<file path="src/rtl/bist_mon_pkg.sv">
package bist_mon_pkg;
  // strobes from control to datapath, one cycle each
  typedef struct packed {
    logic clrRun;    // run start or software clear
    logic fwdErr;    // qualified nonzero word
    logic funcInc;   // back-channel CRC error, any mode
    logic bistInc;   // back-channel CRC error during a run
    logic lockDrop;  // lock fell during a run
  } monStrobe_t;

  localparam int NUM_CNT = 3;
  localparam int IDX_FWD  = 0;
  localparam int IDX_FUNC = 1;
  localparam int IDX_BIST = 2;
endpackage

</file>
<file path="src/rtl/bist_sat_cnt.sv">
module bist_sat_cnt #(
  parameter int CNT_W = 8
) (
  input  logic             clk,
  input  logic             rstN,
  input  logic             clr,
  input  logic             inc,
  output logic [CNT_W-1:0] count
);
  localparam logic [CNT_W-1:0] MAXV = {CNT_W{1'b1}};

  logic [CNT_W-1:0] base;
  logic [CNT_W-1:0] nextCount;

  always_comb begin
    base = clr ? '0 : count;
    nextCount = base;
    if (inc && (base != MAXV)) nextCount = base + 1'b1;
  end

  always_ff @(posedge clk or negedge rstN) begin
    if (!rstN) count <= '0;
    else       count <= nextCount;
  end
endmodule

</file>
<file path="src/rtl/bist_mon_ctrl.sv">
module bist_mon_ctrl
  import bist_mon_pkg::*;
#(
  parameter int DATA_W = 24
) (
  input  logic              clk,
  input  logic              rstN,
  input  logic [DATA_W-1:0] dataIn,
  input  logic              dataValid,
  input  logic              linkLock,
  input  logic              bistMode,
  input  logic              backLinkDet,
  input  logic              crcErrPulse,
  input  logic              swClear,
  output monStrobe_t        strobe
);
  logic bistQ;
  logic lockQ;
  logic runStart;
  logic wordBad;

  always_ff @(posedge clk or negedge rstN) begin
    if (!rstN) begin
      bistQ <= 1'b0;
      lockQ <= 1'b0;
    end else begin
      bistQ <= bistMode;
      lockQ <= linkLock;
    end
  end

  always_comb begin
    runStart = bistMode && !bistQ;
    wordBad  = |dataIn;
    strobe.clrRun   = runStart || swClear;
    strobe.fwdErr   = bistMode && linkLock && dataValid && wordBad;
    strobe.funcInc  = crcErrPulse && backLinkDet;
    strobe.bistInc  = crcErrPulse && backLinkDet && bistMode;
    strobe.lockDrop = bistMode && lockQ && !linkLock;
  end
endmodule

</file>
<file path="src/rtl/bist_mon_dpath.sv">
module bist_mon_dpath
  import bist_mon_pkg::*;
#(
  parameter int CNT_W     = 8,
  parameter int PASS_HOLD = 4
) (
  input  logic             clk,
  input  logic             rstN,
  input  monStrobe_t       strobe,
  output logic [CNT_W-1:0] fwdErrCount,
  output logic [CNT_W-1:0] crcFuncCount,
  output logic [CNT_W-1:0] crcBistCount,
  output logic             passOut,
  output logic             lockLost
);
  localparam int TW = $clog2(PASS_HOLD + 1);
  localparam logic [TW-1:0] HOLD_V = TW'(PASS_HOLD);

  logic [NUM_CNT-1:0] incVec;
  logic [CNT_W-1:0]   cntArr [NUM_CNT];
  logic [TW-1:0]      holdTimer;

  always_comb begin
    incVec = '0;
    incVec[IDX_FWD]  = strobe.fwdErr;
    incVec[IDX_FUNC] = strobe.funcInc;
    incVec[IDX_BIST] = strobe.bistInc;
  end

  for (genvar i = 0; i < NUM_CNT; i++) begin : gCnt
    bist_sat_cnt #(.CNT_W(CNT_W)) uCnt (
      .clk   (clk),
      .rstN  (rstN),
      .clr   (strobe.clrRun),
      .inc   (incVec[i]),
      .count (cntArr[i])
    );
  end

  assign fwdErrCount  = cntArr[IDX_FWD];
  assign crcFuncCount = cntArr[IDX_FUNC];
  assign crcBistCount = cntArr[IDX_BIST];

  always_ff @(posedge clk or negedge rstN) begin
    if (!rstN)                   holdTimer <= '0;
    else if (strobe.fwdErr)      holdTimer <= HOLD_V;
    else if (holdTimer != '0)    holdTimer <= holdTimer - 1'b1;
  end

  assign passOut = (holdTimer == '0);

  always_ff @(posedge clk or negedge rstN) begin
    if (!rstN) lockLost <= 1'b0;
    else       lockLost <= strobe.lockDrop || (lockLost && !strobe.clrRun);
  end
endmodule

</file>
<file path="src/rtl/bist_link_monitor.sv">
module bist_link_monitor
  import bist_mon_pkg::*;
#(
  parameter int DATA_W    = 24,
  parameter int CNT_W     = 8,
  parameter int PASS_HOLD = 4
) (
  input  logic              clk,
  input  logic              rstN,
  input  logic [DATA_W-1:0] dataIn,
  input  logic              dataValid,
  input  logic              linkLock,
  input  logic              bistMode,
  input  logic              backLinkDet,
  input  logic              crcErrPulse,
  input  logic              swClear,
  output logic [CNT_W-1:0]  fwdErrCount,
  output logic              passOut,
  output logic              lockLost,
  output logic [CNT_W-1:0]  crcFuncCount,
  output logic [CNT_W-1:0]  crcBistCount
);
  monStrobe_t strobe;

  bist_mon_ctrl #(.DATA_W(DATA_W)) uCtrl (
    .clk         (clk),
    .rstN        (rstN),
    .dataIn      (dataIn),
    .dataValid   (dataValid),
    .linkLock    (linkLock),
    .bistMode    (bistMode),
    .backLinkDet (backLinkDet),
    .crcErrPulse (crcErrPulse),
    .swClear     (swClear),
    .strobe      (strobe)
  );

  bist_mon_dpath #(.CNT_W(CNT_W), .PASS_HOLD(PASS_HOLD)) uDpath (
    .clk          (clk),
    .rstN         (rstN),
    .strobe       (strobe),
    .fwdErrCount  (fwdErrCount),
    .crcFuncCount (crcFuncCount),
    .crcBistCount (crcBistCount),
    .passOut      (passOut),
    .lockLost     (lockLost)
  );
endmodule

</file>
<file path="config.mk">
export PLATFORM = sky130hd
export DESIGN_NAME = bist_link_monitor
export DESIGN_NICKNAME = d
export VERILOG_FILES = /design/src/rtl/bist_mon_pkg.sv /design/src/rtl/bist_sat_cnt.sv /design/src/rtl/bist_mon_ctrl.sv /design/src/rtl/bist_mon_dpath.sv /design/src/rtl/bist_link_monitor.sv
export SDC_FILE = /design/constraint.sdc
export NUM_CORES = 1
export LEC_CHECK = 0
export BUFFER_PORTS_ARGS = -buffer_cell sky130_fd_sc_hd__buf_2
export CAP_MARGIN = 20
export CORE_MARGIN = 5
export CORE_UTILIZATION = 35
export DETAILED_ROUTE_END_ITERATION = 12
export PLACE_DENSITY_LB_ADDON = 0.05
export REMOVE_ABC_BUFFERS = 1
export SLEW_MARGIN = 20
export SYNTH_ARGS = -nofsm -noshare
export SYNTH_HDL_FRONTEND = slang
export SYNTH_HIERARCHICAL = 1
export SYNTH_SLANG_ARGS = --single-unit
</file>
<file path="constraint.sdc">
create_clock -name clk -period 1.5 [get_ports clk]
set_input_delay 0.075 -clock clk [delete_from_list [all_inputs] [get_ports clk]]
set_output_delay 0.075 -clock clk [all_outputs]
set_load 0.02 [all_outputs]
</file>
Word level (Yosys, flattened, before mapping)
Index checks and enable logic that the tools add are counted.
{ "totals": {"register_bits": 30, "elab_cells": 43} }
{ "op_classes": {"n_addsub": 4, "eq_ne": 3, "mux": 8, "n_reduce_logical": 21} }
{ "op_table": {"columns": ["op", "n"], "rows": [
  ["two-way mux 8 bit", 6],
  ["adder 8 x 1 -> 8 bit, second input constant", 3],
  ["!= test 8 bit, second input constant", 3],
  ["OR reduction 24 bit", 1],
  ["logical AND 1 bit", 12],
  ["two-way mux 3 bit", 2],
  ["logical NOT 1 bit", 3],
  ["logical NOT 3 bit", 1],
  ["nonzero test 3 bit", 1],
  ["subtractor 3 x 1 -> 3 bit, second input constant", 1],
  ["logical OR 1 bit", 2],
  ["nonzero test 2 bit", 1]
]} }

Depth between registers and ports, before layout
Gate-level depths: netlist of the first run.
{ "depth": {"ltp_word": 7, "ltp_mapped": 6} }

By module
The synthesis of the first run kept the hierarchy.
{ "by_module_without_submodules": {"columns": ["mod", "n_inst", "cells_per_inst", "area_each_um2", "seq_area_each_um2"], "rows": [
  ["bist_sat_cnt", 3, 41, 409.1, 200.2],
  ["bist_mon_dpath", 1, 19, 220.2, 100.1],
  ["bist_mon_ctrl", 1, 17, 138.9, 50.0]
]} }

Worst setup path after synthesis of the first run
OpenSTA, ideal clock, no wires.
{ "synth_timing": {"path_type": "input to register", "start": "in dataIn[23]", "end": "reg uDpath.gCnt[0].uCnt.count[5]", "setup_time_ps": 77, "t_arrival_ps": 1515, "slack_ps": -92, "cell_stages": 6, "n_path_buf": 0, "cell_sequence": "nor4_1 -> and4_1 -> a31oi_1 -> nand4_4 -> or3_1 -> a21oi_1"} }
{ "synth_rtl": {"columns": ["item", "line_no", "rtl"], "rows": [
  ["from (decl)", "bist_link_monitor.sv:10", "input logic [DATA_W-1:0] dataIn,"],
  ["to (signal assigned)", "bist_sat_cnt.sv:23", "else count <= nextCount;"],
  ["to (decl)", "bist_sat_cnt.sv:8", "output logic [CNT_W-1:0] count"]
]} }

Final worst setup path of the first run
{ "layout_timing": {"start": "reg uDpath.holdTimer[0]", "end": "out passOut"} }
{ "layout_between": {"elab_chain_len": 1} }
{ "layout_rtl": {"columns": ["item", "line_no", "rtl"], "rows": [
  ["from (decl)", "bist_mon_dpath.sv:21", "logic [TW-1:0] holdTimer;"],
  ["from (signal assigned)", "bist_mon_dpath.sv:47", "else if (holdTimer != '0) holdTimer <= holdTimer - 1'b1;"],
  ["logical NOT 3 bit", "bist_mon_dpath.sv:50", "assign passOut = (holdTimer == '0);"],
  ["to (decl)", "bist_link_monitor.sv:18", "output logic passOut,"]
]} }
Every way passes these cells.

==> metrics.md, run 1 <==
| Metric | Value |
|---|---|
| Status | `finished, final reports clean` |
| Layout area overhead | `32.9%` |
| Crit path DAT | `about 1.3 ns` |
| Switching power | `564 uW` |
| Clk_lat worst skew | `roughly 0.28 ns` |
| Maximum clock frequency | `just over 700 MHz` |
| Leak | `1.08 nW` |
| Clk_skew | `roughly 0.009 ns` |
| Seq pwr share | `0.436` |
| DRC viols | `0` |
| Port buffer count | `57` |
| Pint | `1.55 mW` |
| Mapped Cells | `between 150 and 200` |
| Sequential area share after synthesis | `0.473` |
| Slew HR | `0.547` |
| Fin util | `0.481` |
| Max Cap Violations | `0` |
| Dpl hpwl | `3230 um` |
| Top_reg_cell synth | `dfrtp_1` |
| Top cell type's share of synthesized area | `0.473` |
| Syn Area/Cell | `around 10 um2` |
| Final hold vios | `0` |
| Routed len/inst | `15.1 um` |
| Least-Margin Pin Slew | `0.680 ns` |
| Setup WS post-layout | `0.0826 ns` |
| Maximum VDD drop | `0.000903 V` |
| Layout fillers | `422` |
| Die W | `just under 80 um` |
| Period utilization | `0.945` |
| EDFF count, synth | `0` |
| First-pass iteration count of the detailed router | `4` |
| Register area | `751 um2` |
| RSZ-0062 raised after global routing | `no` |
| Initial antenna violation count | `0` |
| Nets@finish | `260` |
| CTS tree | `built` |
| Commonest non-fill, non-tap cells in the layout | `buf_2, dfrtp_1, a21oi_1` |
| Worst setup SP type | `flip-flop` |
| Worst setup EP type | `output pin` |
| Rows | `24` |
| Count of cell types in the netlist | `31` |
| Power share of the combinational group | `0.190` |
| Synthesized area | `1590 um2` |
| Synth Warn # | `6` |
| Placeable Area | `~4400 um2` |
| Gp weighted congestion | `0.779` |
| H-tree depth | `2` |
| Vias | `approximately 1500` |
| Gr ovfl total | `0` |
| Post-synth ARST share | `1.00` |
| Vias in the first global route | `1493` |
| Tot GR Track Use | `0.148` |
| Synth top area cells | `dfrtp_1, a21oi_1, nand4_4` |
| # diodes | `0` |
| Average vias per placed instance | `5.46` |
| CTS buffer count | `5` |
| Final setup vio count | `0` |
| Buffer depth of the longest clock path | `2` |
| Total die area | `between 5000 and 6000 um2` |
| Footprint of the multi-input gates | `about 790 um2` |
| First-pass GRT wire length | `between 7000 and 8000 um` |
| Hold WS | `0.0470 ns` |
| Fraction of layout cells with a size suffix above 1 | `0.383` |
| Clock share of power | `0.374` |
| Synth area leader | `dfrtp_1` |
| Final Critical Period | `1.42 ns` |
| Die Ht | `77.3 um` |
| Switching part of the total | `0.266` |
| Root buffer cell | `clkbuf_8` |
| Required @ worst endpoint | `1.42 ns` |
| DRT antenna net count | `0` |
| Post-Route WL | `4210 um` |
| Worst min path class | `input pin to flip-flop` |
| Worst-path clk slew | `roughly 0.060 ns` |
| Place WS | `-0.0642 ns` |
| IO Count | `58` |
| Max Transition Viols Final | `0` |
| Total clock sinks | `30` |
| Crit path kind | `flip-flop to output pin` |
| Cell Pwr Density | `1010 nW/um2` |
| Critical path fanouts, max | `3` |
| Post-synthesis register bit count | `30` |
| Commonest non-fill, non-tap cell in the layout | `buf_2` |
| Initial DRC count | `86` |
| Initial Utilization | `0.362` |
| Largest net degree at the start of global routing | `31` |
[layer usage]
layer,track usage,vias up,part of all wire
li1,-,741,-
met1,0.178,736,0.41
met2,0.250,39,0.52
met3,0.0457,7,0.059
met4,0.0515,0,0.017
met5,0,-,0
[worst max-delay path: stages, from the launching register on]
cell     delay, ns
dfrtp_1       0.40
inv_1         0.10
ha_1          0.21
nor2b_4       0.19
buf_2         0.18
[flip-flops by register name, indices dropped and copies added, names as in the netlist]
signal and count:
uDpath/gCnt.uCnt/count 24, uDpath/holdTimer 3, uCtrl/bistQ 1, uCtrl/lockQ 1, uDpath/lockLost 1
[Yosys cell counts, types with 4 or more instances]
master	number
a211oi_1	6
a21oi_1	18
inv_1	10
dfrtp_1	30
nor4_1	9
and3_1	4
nor3_1	9
a31oi_1	10
nor2_1	6
nand3_1	4
o31ai_1	4
nand2_1	7
[area by class of cell]
cell class | count | share of cell area
Multi-Input combinational cell | 113 | 0.374
Clock inverter | 3 | 0.0190
Clock buffer | 5 | 0.0326
Tap cell | 52 | 0.0309
Timing Repair Buffer | 66 | 0.170
Inverter | 10 | 0.0178
Sequential cell | 30 | 0.356
[worst paths after layout]
path / to / slack (ns) / startpoint / cells past startpoint
max: passOut / 0.08 / uDpath/holdTimer[0]$_DFFE_PN0P_ / 4
min: uCtrl/bistQ$_DFF_PN0_ / 0.05 / bistMode / 2
max reg2reg: uDpath/gCnt[2].uCnt/count[3]$_DFF_PN0_ / 0.09 / uCtrl/bistQ$_DFF_PN0_ / 5
min reg2reg: uDpath/lockLost$_DFF_PN0_ / 0.51 / uDpath/lockLost$_DFF_PN0_ / 1
max in group asynchronous: uDpath/holdTimer[1]$_DFFE_PN0P_ / 0.67 / rstN / 2
min in group asynchronous: uDpath/gCnt[1].uCnt/count[1]$_DFF_PN0_ / 0.38 / rstN / 2
[power by group through the flow]
stage                     clock network (mW)  registers, mW  logic, mW
after floorplan                            0          0.937      0.247
after global placement                     0          0.930      0.374
after detailed placement                   0          0.938      0.401
after CTS                              0.817          0.924      0.405
after global routing                   0.861          0.932      0.450
final                                  0.792          0.924      0.403
[cell families (layout without fill, tap and decap cells)]
group / after synthesis / count (layout) / share of synthesized area
AOI/OAI and AO/OA: 44 / 44 / 0.173
buffers and inverters: 16 / 84 / 0.0402
adders and majority gates: 2 / 2 / 0.0158
muxes: 1 / 1 / 0.00946
DFF: 30 / 30 / 0.473
and+or+nand+nor: 66 / 66 / 0.289
[metrics by stage]
stage	std cells	TNS [ns]	area, um2	power (mW)
final	279	0	2110	2.12
after global routing	279	0	2110	2.24
after CTS	279	0	2090	2.15
after detailed placement	269	-0.167	1960	1.34
after global placement	269	-0.0135	1960	1.30
after floorplan	153	-1.16	1560	1.18
[timing repair]
item / 4_1_cts / 5_1_grt
hold buffers: 2 / 0
gates resized for setup: 0 / 4
buffers inserted: 0 / 0
endpoints found under the hold margin: 31 / 0
endpoints found under the setup margin: 0 / 6
Power figures use the tool's default switching activity.
==> run 2: changes to the inputs <==
--- a/config.mk
+++ b/config.mk
@@ -7,8 +7,10 @@
 export LEC_CHECK = 0
 export BUFFER_PORTS_ARGS = -buffer_cell sky130_fd_sc_hd__buf_2
 export CAP_MARGIN = 20
+export CELL_PAD_IN_SITES_DETAIL_PLACEMENT = 0
+export CELL_PAD_IN_SITES_GLOBAL_PLACEMENT = 2
 export CORE_MARGIN = 5
-export CORE_UTILIZATION = 35
+export CORE_UTILIZATION = 26
 export DETAILED_ROUTE_END_ITERATION = 12
 export PLACE_DENSITY_LB_ADDON = 0.05
 export REMOVE_ABC_BUFFERS = 1
==> metrics.md, run 2 (same netlist as run 1, synthesis figures left out) <==
| Metric | Value |
|---|---|
| Status | `finished, final reports clean` |
| DR top layer | `met4` |
| Root buffer cell | `clkbuf_8` |
| Buffer depth of the longest clock path | `2 (unchanged)` |
| Footprint of the multi-input gates | `778 um2 (-1.3%)` |
| Worst-path clk slew | `0.06 ns (about the same)` |
| Register-to-register setup slack | `0.09 ns (about the same)` |
| Largest registers | `uDpath/gCnt.uCnt/count (24), uDpath/holdTimer (3)` |
| Gp weighted congestion | `0.776 (-0.39%)` |
| Critical-path cell list | `inv_1, a21o_2, and3b_1, a211oi_1, o21bai_1` |
| Layout fillers | `618 (+46%)` |
| Worst setup EP type | `flip-flop` |
| Total die area | `7760 um2 (+30%)` |
| Max Cap Violations | `0 (unchanged)` |
| Critical path's largest stage delay | `0.36 ns (-0.04 ns)` |
| Tot GR Track Use | `0.114 (-0.0340)` |
| Largest net degree at the start of global routing | `31 (unchanged)` |
| Crit path kind | `flip-flop to flip-flop` |
| Cell Pwr Density | `927 nW/um2 (-7.7%)` |
| Final Critical Period | `1.41 ns (-0.0124 ns)` |
| Die W | `88.1 um (+14%)` |
| DRT antenna net count | `0 (unchanged)` |
| IO Count | `58 (unchanged)` |
| Required @ worst endpoint | `1.65 ns (+0.23 ns)` |
| Clk_skew | `0.00537 ns (-0.00365 ns)` |
| Die Ht | `88.1 um (+14%)` |
| Dpl hpwl | `3200 um (-0.91%)` |
| Least-Margin Pin Slew | `0.713 ns (+0.0330 ns)` |
| Average vias per placed instance | `4.90 (-10%)` |
| Fin area | `2130 um2 (+1.1%)` |
| Vias | `1495 (-1.8%)` |
| Placed cell area | `2010 um2 (+2.6%)` |
| First-pass GRT wire length | `6910 um (-5.5%)` |
| Commonest non-fill, non-tap cells in the layout | `buf_2, dfrtp_1, a21oi_1` |
| Register area | `751 um2 (unchanged)` |
| DRC viols | `0 (unchanged)` |
| Vias in the first global route | `1516 (+1.5%)` |
| Initial Utilization | `0.268 (-0.0939)` |
| First-pass iteration count of the detailed router | `4 (unchanged)` |
| Final hold vios | `0 (unchanged)` |
| Gr ovfl total | `0 (unchanged)` |
| Maximum clock frequency | `712 MHz (+0.88%)` |
| Clk_lat worst skew | `0.28 ns (about the same)` |
| Rows | `28 (+17%)` |
| Period utilization | `0.937 (-0.00827)` |
| Total power | `1.98 mW (-6.7%)` |
| Largest register FFs | `24 (unchanged)` |
| Nets@finish | `263 (+1.2%)` |
| Placeable Area | `5920 um2 (+35%)` |
| Initial antenna violation count | `0 (unchanged)` |
| Met3 wire length | `242 um (-2.0%)` |
| Crit path DAT | `1.56 ns (+0.22 ns)` |
| Critical path fanouts, max | `6 (+3)` |
| Fraction of layout cells with a size suffix above 1 | `0.378 (-0.00500)` |
| Max Transition Viols Final | `0 (unchanged)` |
| DR WL met2 | `2060 um (-5.4%)` |
| Routed len/inst | `13.8 um (-8.9%)` |
| Leak | `1.09 nW (+0.45%)` |
| Total clock sinks | `30 (unchanged)` |
| Post-Route WL | `4190 um (-0.40%)` |
| CP max-delay cell | `dfrtp_1` |
| # diodes | `0 (unchanged)` |
| Layout area overhead | `34.4%` |
| Slew HR | `0.525 (-0.0220)` |
| Port buffer count | `57 (unchanged)` |
| CTS buffer count | `5 (unchanged)` |
| RSZ-0062 raised after global routing | `no` |
| Maximum VDD drop | `0.000298 V (-67%)` |
| Worst setup SP type | `flip-flop` |
| Commonest non-fill, non-tap cell in the layout | `buf_2` |
| Biggest register | `uDpath/gCnt.uCnt/count` |
| Worst min path class | `input pin to flip-flop` |
| Initial DRC count | `33 (-62%)` |
| WL met1 | `1840 um (+7.5%)` |
| CTS tree | `built` |
| Final setup vio count | `0 (unchanged)` |
| H-tree depth | `2 (unchanged)` |
-- run 2: cell types whose count changed in the layout (fill, tap and decap cells not counted), sizes merged --
| cell | before | now |
|---|---|---|
| buf | 64 | 67 |
| bufinv | 1 | 0 |
| clkinv | 2 | 1 |
| clkbuf | 5 | 7 |
-- run 2: what timing repair did --
item	4_1_cts	5_1_grt
endpoints found under the hold margin	31	0
gates resized for setup	0	2
hold buffers	2	0
setup buffers	0	0
setup endpoints to repair	0	6
-- run 2: per-layer routing --
metal,vias up,track usage
met1,702,0.143
met2,36,0.192
met3,6,0.0329
met4,0,0.0330
met5,-,0
li1,751,-
-- run 2: per-stage QoR --
stage                     setup slack [ns]  instances  setup TNS, ns   util  hold WS [ns]
after CTS                          0.00881        305              0  0.359        0.0306
after global placement             -0.0614        295        -0.0647  0.340         0.160
after global routing                0.0153        305              0  0.360        0.0475
after detailed placement            -0.157        295         -0.332  0.340         0.175
final                               0.0950        305              0  0.360        0.0423
after floorplan                     -0.148        153          -1.16      -        -0.221
-- run 2: path summary, 6_finish.rpt --
check | startpoint | to | depth (start not counted)
min reg2reg | uDpath/lockLost$_DFF_PN0_ | uDpath/lockLost$_DFF_PN0_ | 1
max reg2reg | uCtrl/bistQ$_DFF_PN0_ | uDpath/gCnt[0].uCnt/count[4]$_DFF_PN0_ | 5
max in group asynchronous | rstN | uDpath/gCnt[2].uCnt/count[6]$_DFF_PN0_ | 2
min in group asynchronous | rstN | uDpath/gCnt[2].uCnt/count[0]$_DFF_PN0_ | 2
max | uCtrl/bistQ$_DFF_PN0_ | uDpath/gCnt[0].uCnt/count[4]$_DFF_PN0_ | 5
min | bistMode | uCtrl/bistQ$_DFF_PN0_ | 2
-- run 2: cell type report --
| class | instances | share of cell area |
|---|---|---|
| multi-input cells | 113 | 0.365 |
| inverters | 10 | 0.0176 |
| flip-flops and latches | 30 | 0.352 |
| clock buffers | 7 | 0.0405 |
| repair buffers | 69 | 0.178 |
| clock inverters | 1 | 0.00235 |
| well taps | 75 | 0.0440 |
-- run 2: power by group --
part           internal (mW)  leakage [nW]  switching (mW)  total, mW
Combinational          0.199         0.634           0.192      0.391
Clock                  0.369        0.0482           0.292      0.661
Sequential             0.866         0.404          0.0593      0.925
Total                   1.43          1.09           0.543       1.98
-- run 2: worst max-delay path, delay by kind of cell, from the launching register on --
family / cells / cell delay (ns)
compound gates: 3 / 0.63
buf+inv: 1 / 0.05
flops: 1 / 0.36
simple gates: 1 / 0.25
==> run 3: changes to the inputs <==
--- a/config.mk
+++ b/config.mk
@@ -7,15 +7,12 @@
 export LEC_CHECK = 0
 export BUFFER_PORTS_ARGS = -buffer_cell sky130_fd_sc_hd__buf_2
 export CAP_MARGIN = 20
-export CELL_PAD_IN_SITES_DETAIL_PLACEMENT = 0
-export CELL_PAD_IN_SITES_GLOBAL_PLACEMENT = 2
 export CORE_MARGIN = 5
-export CORE_UTILIZATION = 26
+export CORE_UTILIZATION = 35
 export DETAILED_ROUTE_END_ITERATION = 12
 export PLACE_DENSITY_LB_ADDON = 0.05
 export REMOVE_ABC_BUFFERS = 1
 export SLEW_MARGIN = 20
 export SYNTH_ARGS = -nofsm -noshare
 export SYNTH_HDL_FRONTEND = slang
-export SYNTH_HIERARCHICAL = 1
 export SYNTH_SLANG_ARGS = --single-unit
==> metrics.md, run 3 <==
| Metric | Value |
|---|---|
| Top_reg_cell synth | `dfrtp_1` |
| Sequential area share after synthesis | `0.495 (+0.0219)` |
| Maximum clock frequency | `576 MHz (-19%)` |
| Capturing point of the worst reg2reg path | `uDpath.gCnt[0].uCnt.count[6]$_DFF_PN0_` |
| Maximum VDD drop | `0.000505 V (+70%)` |
| Largest register FFs | `24 (unchanged)` |
| Syn Area/Cell | `9.85 um2 (-1.3%)` |
| Clk_lat worst skew | `0.28 ns (about the same)` |
| Worst setup EP type | `flip-flop` |
| Nets@finish | `285 (+8.4%)` |
| First-pass iteration count of the detailed router | `4 (unchanged)` |
| Max Transition Viols Final | `0 (unchanged)` |
| H-tree depth | `2 (unchanged)` |
| Post-Route WL | `4260 um (+1.6%)` |
| RSZ-0062 raised after global routing | `yes` |
| Critical path fanouts, max | `2 (-4)` |
| Tot GR Track Use | `0.162 (+0.0480)` |
| Top cell type's share of synthesized area | `0.495 (+0.0219)` |
| Vias in the first global route | `1627 (+7.3%)` |
| Count leader, synth | `dfrtp_1` |
| Layout area overhead | `55.6%` |
| Largest net degree at the start of global routing | `31 (unchanged)` |
| Register-to-register setup slack | `-0.24 ns (-0.33 ns)` |
| Routed len/inst | `14.0 um (+2.0%)` |
| Setup TNS | `-0.362 ns (-0.362 ns)` |
| Setup WS post-layout | `-0.237 ns (-0.332 ns)` |
| Clk_skew | `0.00328 ns (-0.00209 ns)` |
| Dpl hpwl | `3220 um (+0.34%)` |
| Hold Startpoint | `bistMode` |
| Period utilization | `1.16 (+0.221)` |
| Commonest non-fill, non-tap cells in the layout | `buf_2, buf_4, dfrtp_1` |
| Hold Path Depth | `2 (unchanged)` |
| Biggest register | `uDpath.gCnt.uCnt.count` |
| Initial DRC count | `46 (+39%)` |
| IO Count | `58 (unchanged)` |
| Synth top area cells | `dfrtp_1, nand2_1, nor2_1` |
| Total clock sinks | `30 (unchanged)` |
| Total die area | `5750 um2 (-26%)` |
| Synth cell count leaders | `dfrtp_1, nand2_1, nor2_1, nor4_1` |
| Initial Utilization | `0.356 (+0.0877)` |
| # diodes | `0 (unchanged)` |
| Post-synthesis register bit count | `30 (unchanged)` |
| Required @ worst endpoint | `1.66 ns (about the same)` |
| Worst setup SP type | `flip-flop` |
| Gr ovfl total | `0 (unchanged)` |
| Placeable Area | `4260 um2 (-28%)` |
| Cell Pwr Density | `868 nW/um2 (-6.4%)` |
| Commonest non-fill, non-tap cell in the layout | `buf_2` |
| Crit path kind | `flip-flop to flip-flop` |
| CP max-delay cell | `or4b_1` |
| First-pass GRT wire length | `7130 um (+3.1%)` |
| Fin area | `2360 um2 (+11%)` |
| Hold WS | `0.0455 ns (+0.00322 ns)` |
| Worst min path class | `input pin to flip-flop` |
| Synth area leader | `dfrtp_1` |
| Post-synth ARST share | `1.00 (unchanged)` |
| Largest registers | `uDpath.gCnt.uCnt.count (24), uDpath.holdTimer (3)` |
| R2R cell count | `5 (unchanged)` |
| Synthesized area | `1520 um2 (-4.4%)` |
| Average vias per placed instance | `5.17 (+5.4%)` |
| Synth Warn # | `0 (-6)` |
| Gp weighted congestion | `0.814 (+4.9%)` |
| Status | `finished, violations left` |
| Initial antenna violation count | `0 (unchanged)` |
| Worst-path clk slew | `0.06 ns (about the same)` |
| Final hold vios | `0 (unchanged)` |
| CTS tree | `built` |
| Slew HR | `0.549 (+0.0243)` |
| Violated checks | `setup timing` |
| Port buffer count | `57 (unchanged)` |
| DRT antenna net count | `0 (unchanged)` |
| Critical path's largest stage delay | `0.46 ns (+0.10 ns)` |
| Layout fillers | `403 (-35%)` |
| Total power | `2.05 mW (+3.6%)` |
| Die Ht | `75.8 um (-14%)` |
| Root buffer cell | `clkbuf_8` |
| Die W | `75.8 um (-14%)` |
| Final Critical Period | `1.74 ns (+0.332 ns)` |
| Mapped Cells | `154 (-3.1%)` |
| Leak | `1.17 nW (+7.2%)` |
| Place WS | `-0.236 ns (-0.0796 ns)` |
| Crit path DAT | `1.90 ns (+0.34 ns)` |
| DRC viols | `0 (unchanged)` |
| Critical-path cell list | `and3_4, nand3_4, or3_4, or4b_1, o211a_1` |
| Max Cap Violations | `0 (unchanged)` |
| Rows | `24 (-14%)` |
| Vias | `1571 (+5.1%)` |
| Buffer depth of the longest clock path | `2 (unchanged)` |
| Hold path endpoint | `uCtrl.bistQ$_DFF_PN0_` |
| Final setup vio count | `6 (+6)` |
| Placed cell area | `2070 um2 (+2.9%)` |
| Fraction of layout cells with a size suffix above 1 | `0.484 (+0.106)` |
| Reg-to-reg critical path startpoint | `uDpath.gCnt[0].uCnt.count[2]$_DFF_PN0_` |
| Count of cell types in the netlist | `41 (+32%)` |
| Least-Margin Pin Slew | `0.676 ns (-0.0364 ns)` |
| EDFF count, synth | `0 (unchanged)` |
| CTS buffer count | `5 (unchanged)` |
==> run 3: worst max path at each step <==
stage / slack, ns / end / cells after the start / startpoint
floorplan: -0.47 / uDpath.gCnt[0].uCnt.count[6]$_DFF_PN0_ / 5 / uCtrl.bistQ$_DFF_PN0_
global placement: -0.19 / uDpath.gCnt[0].uCnt.count[6]$_DFF_PN0_ / 5 / uDpath.gCnt[0].uCnt.count[0]$_DFF_PN0_
detailed placement: -0.24 / uDpath.gCnt[0].uCnt.count[6]$_DFF_PN0_ / 5 / uDpath.gCnt[0].uCnt.count[0]$_DFF_PN0_
CTS: -0.22 / uDpath.gCnt[0].uCnt.count[6]$_DFF_PN0_ / 5 / uDpath.gCnt[0].uCnt.count[2]$_DFF_PN0_
global route: -0.27 / uDpath.gCnt[0].uCnt.count[6]$_DFF_PN0_ / 5 / uDpath.gCnt[0].uCnt.count[0]$_DFF_PN0_
finish: -0.24 / uDpath.gCnt[0].uCnt.count[6]$_DFF_PN0_ / 5 / uDpath.gCnt[0].uCnt.count[2]$_DFF_PN0_
==> run 3: metrics by stage <==
| step | util | std cells |
|---|---|---|
| 2_1_floorplan | - | 151 |
| 3_3_place_gp | 0.486 | 289 |
| 3_5_place_dp | 0.486 | 289 |
| 4_1_cts | 0.536 | 304 |
| 5_1_grt | 0.553 | 304 |
| 6_report | 0.553 | 304 |
==> run 3: kinds of logic after synthesis <==
kind of cell	share of synthesized area
flops	0.495
compound gates	0.127
mux	0.0330
simple gates	0.273
buf+inv	0.0206
fa+ha+maj	0.0165
xor+xnor	0.0347
==> run 3: worst max-delay path: cells and delay by family, from the launching register on <==
family	cells	cell delay, ns
flip-flops	1	0.36
AND/OR/NAND/NOR	4	1.13
AO/OA/AOI/OAI	1	0.15
==> run 3: area by class of cell <==
| class | instances | area [um2] | area share |
|---|---|---|---|
| multi-input combinational | 116 | 843 | 0.357 |
| sequential | 30 | 751 | 0.318 |
| timing repair buffer | 93 | 572 | 0.242 |
| clock buffer | 8 | 110 | 0.0467 |
| tap | 52 | 65.1 | 0.0276 |
| inverter | 5 | 18.8 | 0.00795 |
==> run 3: per-layer routing <==
layer,global-route usage,routed length [um],vias to the layer above
li1,-,-,762
met1,0.182,1710,779
met2,0.294,2330,25
met3,0.0303,179,5
met4,0.0757,46,0
met5,0,0,-
==> run 3: repair_timing <==
action	in CTS	in global routing
setup endpoints to repair	10	14
cloned	0	0
endpoints found under the hold margin	31	0
resized for setup	11	16
buffers inserted	5	2
hold buffers	2	0
pin swaps	18	8
==> run 3: power breakdown <==
part | switching, mW | internal (mW)
Sequential | 0.0318 | 0.867
Clock | 0.292 | 0.463
Combinational | 0.208 | 0.186
Total | 0.532 | 1.52
